File: config.mk
export PLATFORM = sky130hd
export DESIGN_NAME = mac16_unit
export DESIGN_NICKNAME = d
export VERILOG_FILES = /design/src/rtl/mac16_pkg.sv /design/src/rtl/mac16_operand_pick.sv /design/src/rtl/mac16_mul_stage.sv /design/src/rtl/mac16_acc_stage.sv /design/src/rtl/mac16_unit.sv
export SDC_FILE = /design/constraint.sdc
export NUM_CORES = 1
export LEC_CHECK = 0
export ABC_AREA = 1
export ABC_CLOCK_PERIOD_IN_PS = 4300
export CAP_MARGIN = 5
export CORE_MARGIN = 2
export CORE_UTILIZATION = 55
export DETAILED_ROUTE_END_ITERATION = 16
export PLACE_DENSITY = 0.76
export RECOVER_POWER = 50
export SLEW_MARGIN = 20
export SYNTH_ARGS = -nofsm -noshare
export SYNTH_HDL_FRONTEND = slang
export SYNTH_SLANG_ARGS = --single-unit
export TNS_END_PERCENT = 1
File: constraint.sdc
create_clock -name clk -period 4.3 [get_ports clk]
set_input_delay 0.43 -clock clk [delete_from_list [all_inputs] [get_ports clk]]
set_output_delay 0.43 -clock clk [all_outputs]
set_load 0.03 [all_outputs]
File: src/rtl/mac16_pkg.sv
package mac16_pkg;
  parameter int WORD_W = 32;
  parameter int OP_W   = 16;
  localparam int EXT_W  = OP_W + 1;
  localparam int PROD_W = 2 * EXT_W;
  localparam int SUM_W  = WORD_W + 3;
  localparam int N_OPND = 2;

  typedef struct packed {
    logic sgn;
    logic neg;
    logic sat;
  } mac_ctl_t;
endpackage

File: src/rtl/mac16_operand_pick.sv
module mac16_operand_pick
  import mac16_pkg::*;
#(
  parameter int SRC_W = WORD_W,
  parameter int HW_W  = OP_W
) (
  input  logic [SRC_W-1:0]      src,
  input  logic                  pick_hi,
  input  logic                  sgn,
  output logic signed [HW_W:0]  opnd
);
  logic [HW_W-1:0] half;

  always_comb begin
    half = pick_hi ? src[SRC_W-1 -: HW_W] : src[HW_W-1:0];
    opnd = {sgn & half[HW_W-1], half};
  end
endmodule

File: src/rtl/mac16_mul_stage.sv
module mac16_mul_stage
  import mac16_pkg::*;
(
  input  logic                     clk,
  input  logic                     rst_n,
  input  logic                     in_valid,
  input  logic signed [EXT_W-1:0]  opnd_a,
  input  logic signed [EXT_W-1:0]  opnd_b,
  input  logic [WORD_W-1:0]        acc_in,
  input  logic                     do_acc,
  input  mac_ctl_t                 ctl_in,
  output logic                     s1_valid,
  output logic signed [PROD_W-1:0] s1_prod,
  output logic signed [SUM_W-1:0]  s1_acc,
  output mac_ctl_t                 s1_ctl
);
  logic signed [PROD_W-1:0] prod_nxt;
  logic signed [SUM_W-1:0]  acc_nxt;
  logic                     load_en;

  always_comb begin
    load_en  = in_valid;
    prod_nxt = opnd_a * opnd_b;
    if (!do_acc)
      acc_nxt = '0;
    else if (ctl_in.sgn)
      acc_nxt = {{(SUM_W-WORD_W){acc_in[WORD_W-1]}}, acc_in};
    else
      acc_nxt = {{(SUM_W-WORD_W){1'b0}}, acc_in};
  end

  always_ff @(posedge clk or negedge rst_n) begin
    if (!rst_n) s1_valid <= 1'b0;
    else        s1_valid <= in_valid;
  end

  always_ff @(posedge clk or negedge rst_n) begin
    if (!rst_n) begin
      s1_prod <= '0;
      s1_acc  <= '0;
      s1_ctl  <= '0;
    end else if (load_en) begin
      s1_prod <= prod_nxt;
      s1_acc  <= acc_nxt;
      s1_ctl  <= ctl_in;
    end
  end

  // every issued operation enters the second stage on the next edge
  assert_stage1_capture_R8: assert property (@(posedge clk) disable iff (!rst_n)
    in_valid |=> s1_valid);
  // a plain multiply carries a zero accumulator forward
  assert_plain_zero_acc_R3: assert property (@(posedge clk) disable iff (!rst_n)
    (in_valid && !do_acc) |=> (s1_acc == '0));
endmodule

File: src/rtl/mac16_acc_stage.sv
module mac16_acc_stage
  import mac16_pkg::*;
(
  input  logic                     clk,
  input  logic                     rst_n,
  input  logic                     s1_valid,
  input  logic signed [PROD_W-1:0] s1_prod,
  input  logic signed [SUM_W-1:0]  s1_acc,
  input  mac_ctl_t                 s1_ctl,
  output logic                     out_valid,
  output logic [WORD_W-1:0]        result
);
  localparam logic signed [SUM_W-1:0] S_MAX =
    {{(SUM_W-WORD_W+1){1'b0}}, {(WORD_W-1){1'b1}}};
  localparam logic signed [SUM_W-1:0] S_MIN =
    {{(SUM_W-WORD_W+1){1'b1}}, {(WORD_W-1){1'b0}}};
  localparam logic signed [SUM_W-1:0] U_MAX =
    {{(SUM_W-WORD_W){1'b0}}, {WORD_W{1'b1}}};
  localparam logic [WORD_W-1:0] CLAMP_SPOS = {1'b0, {(WORD_W-1){1'b1}}};
  localparam logic [WORD_W-1:0] CLAMP_SNEG = {1'b1, {(WORD_W-1){1'b0}}};
  localparam logic [WORD_W-1:0] CLAMP_UMAX = {WORD_W{1'b1}};

  logic signed [SUM_W-1:0] prod_ext;
  logic signed [SUM_W-1:0] sum;
  logic                    over_hi;
  logic                    over_lo;
  logic [WORD_W-1:0]       result_nxt;
  logic                    load_en;

  always_comb begin
    load_en  = s1_valid;
    prod_ext = {{(SUM_W-PROD_W){s1_prod[PROD_W-1]}}, s1_prod};
    sum      = s1_ctl.neg ? (s1_acc - prod_ext) : (s1_acc + prod_ext);
    if (s1_ctl.sgn) begin
      over_hi = (sum > S_MAX);
      over_lo = (sum < S_MIN);
    end else begin
      over_hi = (sum > U_MAX);
      over_lo = sum[SUM_W-1];
    end
    if (s1_ctl.sat && over_hi)
      result_nxt = s1_ctl.sgn ? CLAMP_SPOS : CLAMP_UMAX;
    else if (s1_ctl.sat && over_lo)
      result_nxt = s1_ctl.sgn ? CLAMP_SNEG : '0;
    else
      result_nxt = sum[WORD_W-1:0];
  end

  always_ff @(posedge clk or negedge rst_n) begin
    if (!rst_n) out_valid <= 1'b0;
    else        out_valid <= s1_valid;
  end

  always_ff @(posedge clk or negedge rst_n) begin
    if (!rst_n)       result <= '0;
    else if (load_en) result <= result_nxt;
  end

  // the output flag follows the second stage by exactly one edge
  assert_out_follows_R8: assert property (@(posedge clk) disable iff (!rst_n)
    s1_valid |=> out_valid);
  assert_out_idle_R8: assert property (@(posedge clk) disable iff (!rst_n)
    !s1_valid |=> !out_valid);
  // no valid operation, no change on the result
  assert_hold_R9: assert property (@(posedge clk) disable iff (!rst_n)
    !s1_valid |=> $stable(result));
  // saturating sum of two non-negative signed terms never turns negative
  assert_no_overflow_R6: assert property (@(posedge clk) disable iff (!rst_n)
    (s1_valid && s1_ctl.sat && s1_ctl.sgn && !s1_ctl.neg &&
     !s1_prod[PROD_W-1] && !s1_acc[WORD_W-1]) |=> !result[WORD_W-1]);
  // saturating unsigned addition never lands below the accumulator
  assert_no_wrap_R7: assert property (@(posedge clk) disable iff (!rst_n)
    (s1_valid && s1_ctl.sat && !s1_ctl.sgn && !s1_ctl.neg) |=>
    (result >= $past(s1_acc[WORD_W-1:0])));
endmodule

File: src/rtl/mac16_unit.sv
module mac16_unit
  import mac16_pkg::*;
(
  input  logic              clk,
  input  logic              rst_n,
  input  logic              in_valid,
  input  logic [31:0]       src_a,
  input  logic [31:0]       src_b,
  input  logic [31:0]       acc_in,
  input  logic              pick_a_hi,
  input  logic              pick_b_hi,
  input  logic              is_signed,
  input  logic              do_acc,
  input  logic              do_neg,
  input  logic              do_sat,
  output logic              out_valid,
  output logic [31:0]       result
);
  logic [1:0] rst_sync;
  logic       rst_ok_n;

  always_ff @(posedge clk or negedge rst_n) begin
    if (!rst_n) rst_sync <= 2'b00;
    else        rst_sync <= {rst_sync[0], 1'b1};
  end
  assign rst_ok_n = rst_sync[1];

  logic [N_OPND-1:0][WORD_W-1:0]       srcs;
  logic [N_OPND-1:0]                   picks;
  logic signed [EXT_W-1:0]             opnds [N_OPND];
  mac_ctl_t                            ctl_in;

  assign srcs   = {src_b, src_a};
  assign picks  = {pick_b_hi, pick_a_hi};
  assign ctl_in = '{sgn: is_signed, neg: do_neg, sat: do_sat};

  for (genvar i = 0; i < N_OPND; i++) begin : g_pick
    mac16_operand_pick #(.SRC_W(WORD_W), .HW_W(OP_W)) u_pick (
      .src     (srcs[i]),
      .pick_hi (picks[i]),
      .sgn     (is_signed),
      .opnd    (opnds[i])
    );
  end

  logic                     s1_valid;
  logic signed [PROD_W-1:0] s1_prod;
  logic signed [SUM_W-1:0]  s1_acc;
  mac_ctl_t                 s1_ctl;

  mac16_mul_stage u_mul (
    .clk      (clk),
    .rst_n    (rst_ok_n),
    .in_valid (in_valid),
    .opnd_a   (opnds[0]),
    .opnd_b   (opnds[1]),
    .acc_in   (acc_in),
    .do_acc   (do_acc),
    .ctl_in   (ctl_in),
    .s1_valid (s1_valid),
    .s1_prod  (s1_prod),
    .s1_acc   (s1_acc),
    .s1_ctl   (s1_ctl)
  );

  mac16_acc_stage u_acc (
    .clk       (clk),
    .rst_n     (rst_ok_n),
    .s1_valid  (s1_valid),
    .s1_prod   (s1_prod),
    .s1_acc    (s1_acc),
    .s1_ctl    (s1_ctl),
    .out_valid (out_valid),
    .result    (result)
  );
endmodule

* Word level (Yosys, flattened, before mapping)
Cells that the tools add are included.
** Operators by class
- $add $sub $neg :: 2
- Multipliers :: 1
- Order comparisons :: 3
- Mux-type cells :: 11
- Bitwise operators :: 2
- Reduce and logical (&&, ||, !) cells :: 2
** Operator list (count)
- two-way mux 32 bit :: 4
- two-way mux 35 bit :: 3
- adder 35 x 34 -> 35 bit :: 1
- > comparator 35 x 32 -> 1 bit (second input constant) :: 1
- > comparator 35 x 33 -> 1 bit (second input constant) :: 1
- less-than comparator 35 x 32 -> 1 bit (second input constant) :: 1
- subtractor 35 x 34 -> 35 bit :: 1
- multiplier 17 x 17 -> 34 bit :: 1
- two-way mux 16 bit :: 2
- bitwise AND 1 bit :: 2
- logical AND 1 bit :: 2
- two-way mux 1 bit :: 2
** Word-level totals
- Register bits :: 108
- Input port bits :: 105
- Output and inout bits :: 33

* Longest topological paths before layout
Gate-level depths: netlist of run 1.
- Word-level depth :: 7
- Depth in mapped cells :: 31
- Mapped depth without buffers :: 31

* Cells and area by module
Synthesis of run 1 repeated with hierarchy kept, for this count alone.
** Second synthesis, totals
- Cells, all modules :: 2762
- Area, all modules :: 19678.9 um^2
** By module, submodules not included
- mac16_mul_stage :: times used 1, cells an instance 1874, area each 14518.9 um^2, seq. area each 1776.7 um^2
- mac16_acc_stage :: times used 1, cells an instance 771, area each 4580.6 um^2, seq. area each 825.8 um^2
- mac16_operand_pick :: times used 2, cells an instance 57, area each 262.8 um^2, seq. area each 0.0 um^2
- mac16_unit :: times used 1, cells an instance 3, area each 53.8 um^2, seq. area each 50.0 um^2

* Worst setup path after synthesis of run 1
OpenSTA, ideal clock, no wires.
- Path type :: input port to flip-flop
- Start :: input pick_b_hi
- End :: register u_mul.s1_prod[31]
- Setup time :: 132 ps
- Arrival time :: 6436 ps
- Data required time :: 4168 ps
- Path slack :: -2268 ps
- Stages :: 25
- Cell sequence :: buf_2 -> buf_1 -> nand2_1 -> o21ai_1 -> inv_1 -> nand2_1 -> nor2_1 -> fa_1 -> inv_1 -> fa_1 -> inv_1 -> fa_1 -> fa_1 -> fa_1 -> inv_1 -> fa_1 -> inv_1 -> ha_1 -> a21o_1 -> a31oi_1 -> o21ai_0 -> a221oi_1 -> nand3_1 -> nand3_1 -> o21ai_0
** Between the ends
- Word-level cells in the longest chain between the ends :: 3
** RTL lines
- from (decl) :: RTL line mac16_unit.sv:11 : input logic pick_b_hi,
- two-way mux 16 bit (*) :: RTL line mac16_operand_pick.sv:15 : half = pick_hi ? src[SRC_W-1 -: HW_W] : src[HW_W-1:0];
- bitwise AND 1 bit :: RTL line mac16_operand_pick.sv:16 : opnd = {sgn & half[HW_W-1], half};
- multiplier 17 x 17 -> 34 bit (*) :: RTL line mac16_mul_stage.sv:23 : prod_nxt = opnd_a * opnd_b;
- to (signal assigned) :: RTL line mac16_mul_stage.sv:43 : s1_prod <= prod_nxt;
- to (decl) :: RTL line mac16_mul_stage.sv:13 : output logic signed [PROD_W-1:0] s1_prod,
Every way passes the cells marked *; elsewhere a longest branch is shown, timed or not.
A chain may end at the register's enable or synchronous reset.

* Worst setup path in the final report of run 1
- Start :: input pick_a_hi
- End :: register u_mul.s1_prod[26]
** Between the ends
- Word-level cells in the longest chain between the ends :: 3
** RTL lines
- from (decl) :: RTL line mac16_unit.sv:10 : input logic pick_a_hi,
- two-way mux 16 bit (*) :: RTL line mac16_operand_pick.sv:15
- bitwise AND 1 bit :: RTL line mac16_operand_pick.sv:16
- multiplier 17 x 17 -> 34 bit (*) :: RTL line mac16_mul_stage.sv:23
Marks and branches as above.

==> results of run 1 <==
==> layout make-up <==
class                   instances  area [sq um]  area share, %
well taps                     448         560.5          2.196
repair buffers                525          4780          18.72
clock buffers                   9         225.2         0.8823
inverters                     548          2137          8.372
repair inverters                1         7.507        0.02941
multi-input cells            1747         15070          59.03
flip-flops and latches        106          2653          10.39
clock inverters                 7         96.34         0.3774
==> per-layer routing <==
layer	share of wire (%)	wire, microns	GRT usage (%)	up-vias
met3	5.5	3379	4.342	151
met2	49	29970	62.55	603
met4	4.8	2935	14.72	0
li1	-	-	-	8318
met5	0	0	0	-
met1	40	24650	46.01	8818
==> cells by family after synthesis <==
group,synth area share [%]
AO/OA/AOI/OAI,7.088
multiplexers,0.1075
XOR/XNOR,4.045
flip-flops,14.24
buffers and inverters,12.52
AND/OR/NAND/NOR,21.98
other,0.02014
adder cells (fa/ha/maj),39.99
==> critical path, stage by stage <==
cell       delay [ns]
buf_6            0.13
bufbuf_16        0.29
nand2_1          0.10
o21ai_2          0.09
inv_2            0.10
buf_6            0.15
buf_4            0.12
nand2_2          0.06
fa_1             0.54
inv_1            0.06
fa_1             0.53
inv_1            0.05
fa_1             0.44
inv_1            0.08
fa_2             0.44
fa_1             0.52
inv_1            0.05
fa_1             0.49
inv_2            0.05
ha_4             0.26
a21oi_2          0.15
o21ai_1          0.11
a21oi_2          0.15
o211ai_1         0.16
buf_4            0.17
or2_2            0.26
nand3_1          0.09
o21ai_1          0.08
==> sequential cells by signal (all words and copies together), names as in the netlist <==
| signal | flops |
|---|---|
| u_mul.s1_prod | 34 |
| u_mul.s1_acc | 33 |
| u_mul.s1_valid | 1 |
| u_acc.out_valid | 1 |
| u_mul.s1_ctl | 3 |
| u_acc.result | 32 |
| rst_sync | 2 |
==> how the worst max path moves through the flow <==
stage | from | end | slack (ns) | depth (start not counted)
after detailed placement | pick_a_hi | u_mul.s1_prod[28]$_DFFE_PN0P_ | -2.68 | 27
after CTS | pick_b_hi | u_mul.s1_prod[28]$_DFFE_PN0P_ | -1.50 | 30
after global placement | pick_a_hi | u_mul.s1_prod[28]$_DFFE_PN0P_ | -2.54 | 27
after floorplan | pick_b_hi | u_mul.s1_prod[33]$_DFFE_PN0P_ | -1.53 | 28
after global routing | pick_a_hi | u_mul.s1_prod[28]$_DFFE_PN0P_ | -1.91 | 31
final | pick_a_hi | u_mul.s1_prod[26]$_DFFE_PN0P_ | -1.63 | 28
==> cell usage in the layout (no fill, tap or decap), drive strengths merged, types with 2 or more instances in the layout <==
cell | synthesis | routed
a21boi | 2 | 2
a21o | 6 | 6
a21oi | 94 | 94
a221oi | 2 | 2
a31o | 2 | 2
a31oi | 5 | 5
and2 | 2 | 2
buf | 8 | 387
clkbuf | 53 | 13
clkdlybuf4s50 | 0 | 98
clkinv | 7 | 15
clkinvlp | 0 | 2
dfrtp | 106 | 106
dlygate4sd2 | 0 | 33
fa | 297 | 297
ha | 120 | 120
inv | 541 | 538
mux2i | 2 | 2
nand2 | 592 | 592
nand3 | 87 | 87
nand3b | 3 | 3
nand4 | 13 | 13
nor2 | 291 | 291
nor3 | 16 | 16
nor4 | 7 | 7
o21a | 2 | 2
o21ai | 94 | 94
o21bai | 5 | 5
o22ai | 2 | 2
o31ai | 4 | 4
or2 | 8 | 8
xnor2 | 33 | 33
xor2 | 53 | 53
==> metrics by stage <==
stage,util [%],instance area [sq um],setup WS [ns],std cells,TNS (ns)
after global routing,76.31,25530,-1.906,3391,-48.20
after global placement,69.02,23090,-2.542,3274,-62.45
final,76.31,25530,-1.625,3391,-33.62
after floorplan,-,19290,-1.528,2462,-31.40
after detailed placement,69.02,23090,-2.681,3274,-66.11
after CTS,75.91,25390,-1.504,3383,-31.25
==> repair_timing <==
item                                    4_1_cts  5_1_grt
pin swaps                                   206       25
endpoints found under the setup margin       61       60
cloned                                        4        0
resized for setup                           399       45
setup buffers                                94        8
==> metrics.md, run 1 <==
| Metric | Value |
|---|---|
| Commonest cells in the netlist | `nand2_1, inv_1, fa_1, nor2_1, ha_1` |
| Final wirelength | `60940 microns` |
| # IOs | `138` |
| N_diodes | `0` |
| Vias | `17.89k` |
| Worst Setup Path Type | `in -> reg` |
| Critical Path Source Type | `primary input` |
| GRT Total Usage | `36.10%` |
| Layout cells sized above 1 | `26.61%` |
| Final #Nets | `3460` |
| Cells on worst reg2reg path | `23` |
| Hold WS | `0.1572 ns` |
| Final number of hold-violating endpoints | `0` |
| Critical Path End Type | `flop` |
| Violated checks | `capacitance limit, slew limit, setup timing` |
| Worst Skew | `0.01731 ns` |
| Max Fclk | `168.8 MHz` |
| Arrival time at the worst endpoint | `6.16 ns` |
| Chip Height | `188.0 microns` |
| Total grt overflow | `0` |
| Port bufs | `137` |
| Setup Viol. Count Final | `27` |
| Core Region | `33450 sq um` |
| Clock sinks | `106` |
| Antenna viol nets, final | `0` |
| Slew HR | `-10.07%` |
| Largest net degree at the start of global routing | `69` |
| Synth unique cells | `48` |
| Via/cell ratio | `5.276` |
| Most used DFF post-synth | `dfrtp_1` |
| Initial DRC Count | `1211` |
| Starting Density | `55.68%` |
| Vias in the first global route | `19.34k` |
| Post-Syn Area per Cell | `7.564 sq um` |
| R2R setup slack | `0.01 ns` |
| CTS tree | `built` |
| Ys async rst share | `100.0%` |
| Worst-path fanout max | `6` |
| CTS H-tree lvls | `3` |
| Final Slew Violations | `99` |
| Max-Cap Viols | `2` |
| Antenna violations before repair | `0` |
| Post-DR wirelength/cell | `17.97 microns` |
| CTS Buf Count | `9` |
| Warnings, synthesis | `0` |
| Cell Rows | `67` |
| Top-count cell post-synth | `nand2_1` |
| Sequential share of the synthesized area | `14.24%` |
| DP HPWL | `49560 microns` |
| Synth top area share | `31.93%` |
| Gate Count Post-Synth | `2462` |
| First-pass GRT wire length | `99480 microns` |
| Worst r2r src | `u_mul.s1_prod[0]$_DFFE_PN0P_` |
| CP Data Required Time | `4.53 ns` |
| Clock transition at path regs | `0.08 ns` |
| Root buffer cell | `clkbuf_16` |
| DR pass1 iterations | `5` |
| Final Wtd Congestion | `0.9960` |
| EDFF count, synth | `0` |
| Filler Cell Count | `2457` |
| Synth-to-layout area growth | `37.07%` |
| Clk buf depth | `2` |
| Syn Nets | `2984` |
| Status | `finished with violations` |
| Die area | `35350 sq um` |
| Chip width | `188.0 microns` |
| Synth top area cells | `fa_1, dfrtp_1, nand2_1` |
| Crit share post-route | `137.8%` |
| Yosys reg bits | `106` |
| FF-to-FF End | `u_acc.result[26]$_DFFE_PN0P_` |
| Hold WC Path Type | `reg -> async` |
| Clk Latency, worst-skew pair | `0.37 ns` |
| Crit path time final | `5.925 ns` |
| Mapped cell area | `18620 sq um` |
| Cell taking the most area after synthesis | `fa_1` |
| DRC violations left | `0` |
| RSZ-0062 raised after global routing | `yes` |
| Worst Tran Pin Value | `1.651 ns` |
| Final setup margin | `-1.625 ns` |
| Hold_buf cts | `0` |
Power of run 1 is left out: the tool's default activity adds up to more than one toggle a clock period on the data nets, which glitch-free logic cannot reach.
==> run 2: changes to the inputs <==
--- a/config.mk
+++ b/config.mk
@@ -11,6 +11,7 @@
 export CORE_MARGIN = 2
 export CORE_UTILIZATION = 55
 export DETAILED_ROUTE_END_ITERATION = 16
+export HOLD_SLACK_MARGIN = 0.12
 export PLACE_DENSITY = 0.76
 export RECOVER_POWER = 50
 export SLEW_MARGIN = 20
==> results of run 2 <==
The final DEF is identical to that of run 1; final timing and power are the same.
Power of run 2 is left out for the same reason.
